==> config.mk <==
export PLATFORM = sky130hd
export DESIGN_NAME = dual_dac_ctrl
export DESIGN_NICKNAME = d
export VERILOG_FILES = /design/src/rtl/dac_ctrl_pkg.sv /design/src/rtl/dac_serial_sync.sv /design/src/rtl/dac_frame_shifter.sv /design/src/rtl/dac_cmd_exec.sv /design/src/rtl/dual_dac_ctrl.sv
export SDC_FILE = /design/constraint.sdc
export NUM_CORES = 1
export LEC_CHECK = 0
export ABC_AREA = 0
export BUFFER_PORTS_ARGS = -buffer_cell sky130_fd_sc_hd__buf_2
export CAP_MARGIN = 5
export CORE_MARGIN = 4
export CORE_UTILIZATION = 45
export CTS_BUF_LIST = sky130_fd_sc_hd__clkbuf_16
export CTS_CLUSTER_DIAMETER = 50
export DETAILED_ROUTE_END_ITERATION = 16
export PLACE_DENSITY = 0.7
export SYNTH_ARGS = -nofsm -noshare
export SYNTH_HDL_FRONTEND = slang
export SYNTH_HIERARCHICAL = 1
export SYNTH_SLANG_ARGS = --single-unit
==> constraint.sdc <==
create_clock -name clk -period 2.29 [get_ports clk]
set_input_delay 0.458 -clock clk [delete_from_list [all_inputs] [get_ports clk]]
set_output_delay 0.458 -clock clk [all_outputs]
set_load 0.01 [all_outputs]
==> src/rtl/dac_ctrl_pkg.sv <==
`timescale 1ns/1ps
package dac_ctrl_pkg;
  parameter int DATA_W  = 8;
  parameter int CTRL_W  = 8;
  parameter int FRAME_W = CTRL_W + DATA_W;
  parameter int NUM_CH  = 2;

  typedef enum logic [1:0] {
    M_BOTH_DIRECT = 2'b00,
    M_LOAD_IN     = 2'b01,
    M_XFER        = 2'b10,
    M_OUT_DIRECT  = 2'b11
  } mode_e;

  typedef enum logic [1:0] {
    SRC_KEEP, SRC_DATA, SRC_INPUT
  } out_src_e;

  typedef struct packed {
    logic              ref_ext;
    logic              spare;
    logic              swload;
    logic              pd_b;
    logic              pd_a;
    logic              sel_b;
    mode_e             mode;
    logic [DATA_W-1:0] data;
  } frame_t;

  function automatic logic in_load(frame_t f, logic sel);
    return sel && (f.swload || f.mode == M_LOAD_IN);
  endfunction

  function automatic out_src_e out_source(frame_t f, logic sel);
    if (f.swload) return sel ? SRC_DATA : SRC_INPUT;
    case (f.mode)
      M_BOTH_DIRECT: return SRC_DATA;
      M_XFER:        return sel ? SRC_INPUT : SRC_KEEP;
      M_OUT_DIRECT:  return sel ? SRC_DATA : SRC_KEEP;
      default:       return SRC_KEEP;
    endcase
  endfunction
endpackage

==> src/rtl/dac_serial_sync.sv <==
`timescale 1ns/1ps
module dac_serial_sync #(
  parameter int STAGES = 2
) (
  input  logic clk,
  input  logic rst_n,
  input  logic sck,
  input  logic fs_n,
  input  logic sdi,
  output logic sck_rise,
  output logic fs_rise,
  output logic fs_low,
  output logic sdi_s
);
  logic [STAGES-1:0] sck_p, fs_p, sd_p;
  logic sck_q, fs_q;
  logic sck_s, fs_s;

  always_ff @(posedge clk or negedge rst_n) begin
    if (!rst_n) begin
      sck_p <= '0;
      fs_p  <= '1;
      sd_p  <= '0;
      sck_q <= 1'b0;
      fs_q  <= 1'b1;
    end else begin
      sck_p <= {sck_p[STAGES-2:0], sck};
      fs_p  <= {fs_p[STAGES-2:0], fs_n};
      sd_p  <= {sd_p[STAGES-2:0], sdi};
      sck_q <= sck_s;
      fs_q  <= fs_s;
    end
  end

  assign sck_s    = sck_p[STAGES-1];
  assign fs_s     = fs_p[STAGES-1];
  assign sck_rise = sck_s & ~sck_q;
  assign fs_rise  = fs_s & ~fs_q;
  assign fs_low   = ~fs_s;
  assign sdi_s    = sd_p[STAGES-1];
endmodule

==> src/rtl/dac_frame_shifter.sv <==
`timescale 1ns/1ps
module dac_frame_shifter
  import dac_ctrl_pkg::*;
(
  input  logic               clk,
  input  logic               rst_n,
  input  logic               sck_rise,
  input  logic               fs_rise,
  input  logic               fs_low,
  input  logic               sdi_s,
  output logic               frame_go,
  output logic [FRAME_W-1:0] frame_word
);
  localparam int CNT_W = $clog2(FRAME_W + 2);
  localparam logic [CNT_W-1:0] CNT_FULL = CNT_W'(FRAME_W);
  localparam logic [CNT_W-1:0] CNT_SAT  = CNT_W'(FRAME_W + 1);

  logic [FRAME_W-1:0] shreg;
  logic [CNT_W-1:0]   cnt;

  always_ff @(posedge clk or negedge rst_n) begin
    if (!rst_n) begin
      shreg <= '0;
      cnt   <= '0;
    end else if (!fs_low) begin
      cnt <= '0;
    end else if (sck_rise) begin
      shreg <= {shreg[FRAME_W-2:0], sdi_s};
      if (cnt != CNT_SAT) cnt <= cnt + 1'b1;
    end
  end

  assign frame_go   = fs_rise && (cnt == CNT_FULL);
  assign frame_word = shreg;

  // no shifting or counting while the frame is not selected
  assert_idle_clear_R12: assert property (@(posedge clk) disable iff (!rst_n)
    !fs_low |=> (cnt == '0) && $stable(shreg));
endmodule

==> src/rtl/dac_cmd_exec.sv <==
`timescale 1ns/1ps
module dac_cmd_exec
  import dac_ctrl_pkg::*;
(
  input  logic               clk,
  input  logic               rst_n,
  input  logic               go,
  input  logic [FRAME_W-1:0] frame_word,
  output logic [DATA_W-1:0]  out_a,
  output logic [DATA_W-1:0]  out_b,
  output logic               pd_a,
  output logic               pd_b,
  output logic               ref_ext,
  output logic               cmd_pulse
);
  frame_t f;
  logic [DATA_W-1:0] in_vec  [NUM_CH];
  logic [DATA_W-1:0] out_vec [NUM_CH];
  logic pd_a_q, pd_b_q, ref_q, pulse_q;

  assign f = frame_t'(frame_word);

  for (genvar ch = 0; ch < NUM_CH; ch++) begin : g_ch
    localparam logic CH_ID = 1'(ch);
    logic [DATA_W-1:0] in_q, out_q;
    logic     sel;
    out_src_e src;
    assign sel = (f.sel_b == CH_ID);
    assign src = out_source(f, sel);

    always_ff @(posedge clk or negedge rst_n) begin
      if (!rst_n) begin
        in_q  <= '0;
        out_q <= '0;
      end else if (go) begin
        if (in_load(f, sel)) in_q <= f.data;
        case (src)
          SRC_DATA:  out_q <= f.data;
          SRC_INPUT: out_q <= in_q;
          default:   ;
        endcase
      end
    end
    assign in_vec[ch]  = in_q;
    assign out_vec[ch] = out_q;
  end

  always_ff @(posedge clk or negedge rst_n) begin
    if (!rst_n) begin
      pd_a_q  <= 1'b0;
      pd_b_q  <= 1'b0;
      ref_q   <= 1'b0;
      pulse_q <= 1'b0;
    end else begin
      pulse_q <= go;
      if (go) begin
        pd_a_q <= f.pd_a;
        pd_b_q <= f.pd_b;
        ref_q  <= f.ref_ext;
      end
    end
  end

  assign out_a     = out_vec[0];
  assign out_b     = out_vec[1];
  assign pd_a      = pd_a_q;
  assign pd_b      = pd_b_q;
  assign ref_ext   = ref_q;
  assign cmd_pulse = pulse_q;

  // a command pulse never lasts more than one cycle
  assert_pulse_single_R3: assert property (@(posedge clk) disable iff (!rst_n)
    cmd_pulse |=> !cmd_pulse);
  // without a commit no data register moves
  assert_hold_R10: assert property (@(posedge clk) disable iff (!rst_n)
    !go |=> ($stable(out_vec[0]) && $stable(out_vec[1]) &&
             $stable(in_vec[0]) && $stable(in_vec[1])));
  // flags move only on an accepted frame
  assert_flags_R9: assert property (@(posedge clk) disable iff (!rst_n)
    !go |=> $stable({pd_a_q, pd_b_q, ref_q}));
  // after a software load every output matches its input register
  assert_swload_R8: assert property (@(posedge clk) disable iff (!rst_n)
    (go && f.swload) |=> (out_vec[0] == in_vec[0]) && (out_vec[1] == in_vec[1]));
endmodule

==> src/rtl/dual_dac_ctrl.sv <==
`timescale 1ns/1ps
module dual_dac_ctrl
  import dac_ctrl_pkg::*;
(
  input  logic              clk,
  input  logic              rst_n,
  input  logic              fs_n,
  input  logic              sck,
  input  logic              sdi,
  output logic [DATA_W-1:0] out_a,
  output logic [DATA_W-1:0] out_b,
  output logic              pd_a,
  output logic              pd_b,
  output logic              ref_ext,
  output logic              cmd_pulse
);
  logic sck_rise, fs_rise, fs_low, sdi_s;
  logic frame_go;
  logic [FRAME_W-1:0] frame_word;

  dac_serial_sync #(.STAGES(2)) u_sync (
    .clk(clk), .rst_n(rst_n), .sck(sck), .fs_n(fs_n), .sdi(sdi),
    .sck_rise(sck_rise), .fs_rise(fs_rise), .fs_low(fs_low), .sdi_s(sdi_s)
  );

  dac_frame_shifter u_shift (
    .clk(clk), .rst_n(rst_n), .sck_rise(sck_rise), .fs_rise(fs_rise),
    .fs_low(fs_low), .sdi_s(sdi_s), .frame_go(frame_go), .frame_word(frame_word)
  );

  dac_cmd_exec u_exec (
    .clk(clk), .rst_n(rst_n), .go(frame_go), .frame_word(frame_word),
    .out_a(out_a), .out_b(out_b), .pd_a(pd_a), .pd_b(pd_b),
    .ref_ext(ref_ext), .cmd_pulse(cmd_pulse)
  );
endmodule

* Word level (Yosys, flattened, before mapping)
Index checks and enable logic that the tools add are counted.
** Word-level totals
- Flip-flop bits (word level) :: 65
** Cells by class
- Bitwise logic cells :: 6
- Reductions and logical operators :: 15
- Eq/ne operators :: 9
- Multiplexer cells :: 18
- $add $sub $neg :: 1
** Operators with widths (number)
- 8-bit case mux with 2 select lines :: 2
- 2-bit 2-to-1 mux :: 8
- 5-bit 2-to-1 mux :: 3
- 2-bit case mux with 3 select lines :: 2
- 2-bit AND reduction :: 6
- 2-bit equality test, second input constant :: 4
- 2-bit nonzero test :: 4
- 2-bit by 1-bit equality test with 1-bit output, second input constant :: 3
- 5-bit by 1-bit adder with 5-bit output, second input constant :: 1
- 5-bit equality test, second input constant :: 1
- 5-bit != test, second input constant :: 1
- 1-bit inverter :: 4
- 1-bit logical AND :: 3
- 1-bit 2-to-1 mux :: 3
- 1-bit bitwise AND :: 2
- 2-bit logical NOT :: 1
- 1-bit logical OR :: 1

* Depth between registers and ports, before layout
- Depth after elaboration :: 6
- Depth in mapped cells :: 9

* Cells and area by module
The synthesis kept the hierarchy.
** Modules (own cells, without submodules)
- dac_cmd_exec :: area an instance 1630.3 µm², cells each 128, sequential area each 900.9 µm², times used 1
- dac_frame_shifter :: area an instance 949.7 µm², cells each 65, sequential area each 525.5 µm², times used 1
- dac_serial_sync :: area an instance 227.7 µm², cells each 11, sequential area each 203.9 µm², times used 1

* Worst setup path after synthesis
No wires, ideal clock.
- Path kind :: reg2reg
- Start point :: reg u_shift.shreg[13] (netlist: u_shift/frame_word[13])
- End point :: reg u_exec.g_ch[1].out_q[2] (netlist: u_exec/out_b[2])
- Data required time :: 2161 ps
- Path buffers :: 2
- Library setup time :: 129 ps
- Arrival :: 1621 ps
- Path slack :: 540 ps
- Cell stages (with the launch flop) :: 9
- Cells stage by stage :: dfrtp_1 > buf_2 > nor3b_1 > mux2_2 > ha_1 > nand2b_1 > buf_2 > nand2_1 > o21ai_0
** Between the ends
- Word-level cells in the longest chain between the ends :: 5
- Elaborated cells between the ends (all ways) :: 7
** RTL lines
- from (decl) :: RTL line dac_frame_shifter.sv:18 : logic [FRAME_W-1:0] shreg;
- from (signal assigned) :: RTL line dac_frame_shifter.sv:28 : shreg <= {shreg[FRAME_W-2:0], sdi_s};
- 1-bit 2-to-1 mux * :: RTL line dac_ctrl_pkg.sv:35 : if (f.swload) return sel ? SRC_DATA : SRC_INPUT;
- 2-bit 2-to-1 mux * :: RTL line dac_ctrl_pkg.sv:36 : case (f.mode)
- 2-bit by 1-bit equality test with 1-bit output or 2-bit equality test (tied branches) :: RTL line dac_cmd_exec.sv:37 : case (src)
- 2-bit nonzero test (no source line)
- 2-bit AND reduction (no source line)
- to (signal assigned) :: RTL line dac_cmd_exec.sv:38 : SRC_DATA: out_q <= f.data;
- to (signal assigned) :: RTL line dac_cmd_exec.sv:39 : SRC_INPUT: out_q <= in_q;
- to (decl) :: RTL line dac_cmd_exec.sv:25 : logic [DATA_W-1:0] in_q, out_q;
Every way passes the cells marked *; elsewhere a longest branch is shown, timed or not.
A chain may end at the register's enable or synchronous reset.

* Worst setup path after layout
- Start point :: reg u_shift.shreg[13] (netlist: u_shift/frame_word[13])
- End point :: reg u_exec.g_ch[1].out_q[7] (netlist: u_exec/out_b[7])
The elaborated chain is that of the path after synthesis.

==> metrics.csv <==
stage;metric;value;unit
run_status;run_status;complete, no violations;
setup_path;cp.required;2.47;ns
synth;synth_ff_type;dfrtp_1;
cts;root_buffer;clkbuf_16;
die;core_area;5990;µm²
die;die_area;7570;µm²
synth;synth_area;2810;µm²
global_routing;met3_usage;5.68;%
route;drt_pre_antenna_iters;4;
cells_and_area;nNetsFinal;246;
die;num_rows;28;
synth;synth_seq_cells;65;
timing;skew;0.00830;ns
setup_path;crit_slowest_cell;dfrtp_1;
route;num_vias;1567;
global_routing;grt_usage;14.0;%
cts;clk_latency;0.32;ns
global_routing;gr-total-overflow;0;
timing;worstMarginPinSlew;0.560;ns
setup_path;worstPathCellList;nor3b_1 -> mux2_2 -> ha_1 -> nand2b_1 -> nand2_1 -> o21ai_0;
pwr;powerDensity;849;nW/µm²
cts;postCtsHoldBufs;0;
setup_path;worstSetupEndpointType;flip-flop;
global_routing;grt_first_pass_wirelength;7.93;mm
global_routing;grt_max_degree;43;
die;die_h;87.0;µm
die;die_x;87.0;µm
placement;globalplace.congestion;0.688;
die;io_pins;25;
synth;ys_types;30;
synth;async_flop_share;100;%
pwr;p_leak;0.00161;µW
synth;synth_edf_count;0;
route;wire_per_inst;14.3;µm
setup_path;cp_slowest_stage_delay;0.55;ns
placement;place_hpwl;3.05;mm
pwr;fin_total_pwr;2770;µW
synth;synth_nets;216;
timing;max_freq;516;MHz
synth;ys_seq_area_share;58.1;%
synth;synth_top_area_share;55.3;%
pwr;max-vdd-ir-drop;0.616;mV
cells_and_area;drive_gt1_share;36.0;%
cts;cts_buffers;9;
setup_path;cp-startpoint;u_shift/frame_word[13];
cells_and_area;syn_to_final_growth;16.2;%
global_routing;antenna_found_initial;0;
route;postRouteAntennaNets;0;
cts;post_cts_resized;0;
setup_path;timing.critical_path.buf_inv;0;
setup_path;crit-reg2reg-launch;u_shift/frame_word[13];
timing;period_share;84.7;%
setup_path;worstPathArrival;2.12;ns
cts;clk_pin_slew_worst_paths;0.05;ns
timing;slew_headroom;62.7;%
setup_path;worstSetupStartpointType;flip-flop;
synth;synth_area_leaders;dfrtp_1 55%, mux2_2 11%, mux2i_1 6.4%;
cts;cts.htree.levels;3;
timing;tns;0;ns
global_routing;first_global_vias;1615;
setup_path;critPathKind;reg -> reg;
hold_path;hold_class;in -> async;
synth;synth_area_leader_cell;dfrtp_1;
synth;synthCells;204;
cells_and_area;diodes;0;
cts;cts.path.max_buffers;2;
timing;finalHoldViolCount;0;
placement;numPortBuffers;24;
route;wirelength;4.48;mm
setup_path;cp_max_fo;16;
global_routing;grt_util_met2;19.7;%
synth;synth.avg_cell_area;13.8;µm²
cts;cts_tree;done;
cts;postCtsSetupBuffers;0;
setup_path;path_delay_family;simple AND/OR/NAND/NOR gates;
global_routing;grt-busiest-layer;met2;
route;first_iter_violations;68;
route;via_per_inst;4.99;
timing;min_period;1.94;ns
run;maxCapViolCount;0;
synth;yosys_warnings;6;
timing;setup_viol;0;
timing;grt_setup_unrepaired;no;
timing;slew_viol_final;0;
die;start_util;46.9;%
route;drc;0;
cts;clock-sinks;65;
global_routing;global_route.usage.met1;18.8;%
flip-flops by register name, summed over array words and instances, names as in the netlist:
register	cells
u_exec/out_a	8
u_sync/fs_p	2
u_exec/ref_ext	1
u_shift/frame_word	16
u_sync/sd_p	2
u_sync/sck_q	1
u_exec/cmd_pulse	1
u_shift/cnt	5
u_exec/g_ch.in_q	16
u_exec/pd_b	1
u_sync/sck_p	2
u_exec/out_b	8
u_exec/pd_a	1
u_sync/fs_q	1
routing by layer:
layer / up-vias / share of wire (%)
li1: 762 / -
met1: 771 / 49
met2: 27 / 45
met3: 7 / 4.2
met4: 0 / 1.8
met5: - / 0
cells in the final DEF, fill, tap and decap left out:
cell / synthesis / layout
nor2b_1: 2 / 2
ha_1: 7 / 7
o211ai_4: 1 / 1
clkinv_1: 0 / 3
nand2b_1: 2 / 2
nand2_4: 1 / 1
o21ai_4: 1 / 1
a21boi_1: 1 / 1
dfrtp_1: 62 / 62
a311o_1: 1 / 1
nor3_1: 1 / 1
inv_1: 4 / 5
nand4_1: 2 / 2
buf_12: 0 / 1
a21boi_2: 1 / 1
dfstp_2: 3 / 3
o21ai_0: 16 / 16
mux2_2: 27 / 27
a21oi_1: 1 / 1
nor2b_4: 3 / 3
buf_2: 3 / 24
and3_1: 1 / 1
mux2i_1: 18 / 18
nor3b_1: 2 / 2
buf_4: 2 / 2
xnor2_1: 2 / 2
nand2_1: 22 / 22
and2_1: 2 / 2
clkbuf_16: 0 / 9
nor2_1: 3 / 3
clkinv_2: 0 / 3
mux2_4: 10 / 10
area by class of cell:
type,instances,area [µm²]
multi-input combinational,127,1110
sequential,65,1630
timing repair buffer,27,155
clock inverter,7,30.0
tap,75,93.8
inverter,4,15.0
clock buffer,9,225
fill,509,2730
worst paths after layout:
check                      cells past startpoint  slack (ns)         endpoint
min in group clk                               1        0.24   u_sync/fs_p[0]
max in group asynchronous                      2        1.48   u_sync/fs_p[1]
hold / removal                                 1        0.13  u_exec/out_b[6]
hold reg to reg                                0        0.35   u_sync/sd_p[1]
setup reg to reg                               6        0.35  u_exec/out_b[7]
setup / recovery                               6        0.35  u_exec/out_b[7]
cells in the mapped netlist (2+ instances only):
| cell | number |
|---|---|
| nor3b_1 | 2 |
| nor2b_1 | 2 |
| nand4_1 | 2 |
| dfrtp_1 | 62 |
| nor2b_4 | 3 |
| mux2_4 | 10 |
| mux2i_1 | 18 |
| o21ai_0 | 16 |
| clkbuf_1 | 2 |
| nor2_1 | 3 |
| mux2_2 | 27 |
| inv_1 | 4 |
| buf_2 | 3 |
| nand2b_1 | 2 |
| nand2_1 | 22 |
| ha_1 | 7 |
| xnor2_1 | 2 |
| buf_4 | 2 |
| dfstp_2 | 3 |
| and2_1 | 2 |
stage by stage:
step | cell area, µm² | utilization [%] | hold WS, ns | setup slack (ns) | cells
floorplan | 2810 | - | 0.162 | 0.540 | 204
global placement | 3010 | 50.2 | 0.333 | 0.421 | 298
detailed placement | 3010 | 50.2 | 0.342 | 0.346 | 298
CTS | 3260 | 54.5 | 0.133 | 0.329 | 314
global route | 3260 | 54.5 | 0.159 | 0.118 | 314
finish | 3260 | 54.5 | 0.125 | 0.351 | 314
logic make-up (layout without fill, tap and decap cells):
logic type,after synthesis,count (layout),share of synthesized area [%]
compound gates,22,22,5.39
xor+xnor,2,2,0.624
fa+ha+maj,7,7,3.12
buf+inv,12,47,2.27
flops,65,65,58.1
mux,55,55,22.6
simple gates,41,41,7.93
worst register-to-register path, stage by stage, from the launching register on:
cell and delay, ns:
dfrtp_1 0.55, nor3b_1 0.11, mux2_2 0.30, ha_1 0.27, nand2b_1 0.33, nand2_1 0.15
o21ai_0 0.09
power breakdown:
part | switching, µW | internal, µW | total [µW]
clock network | 443 | 708 | 1150
registers | 122 | 1230 | 1350
logic | 116 | 152 | 268
Note: power is estimated with default switching activity, not from simulation.
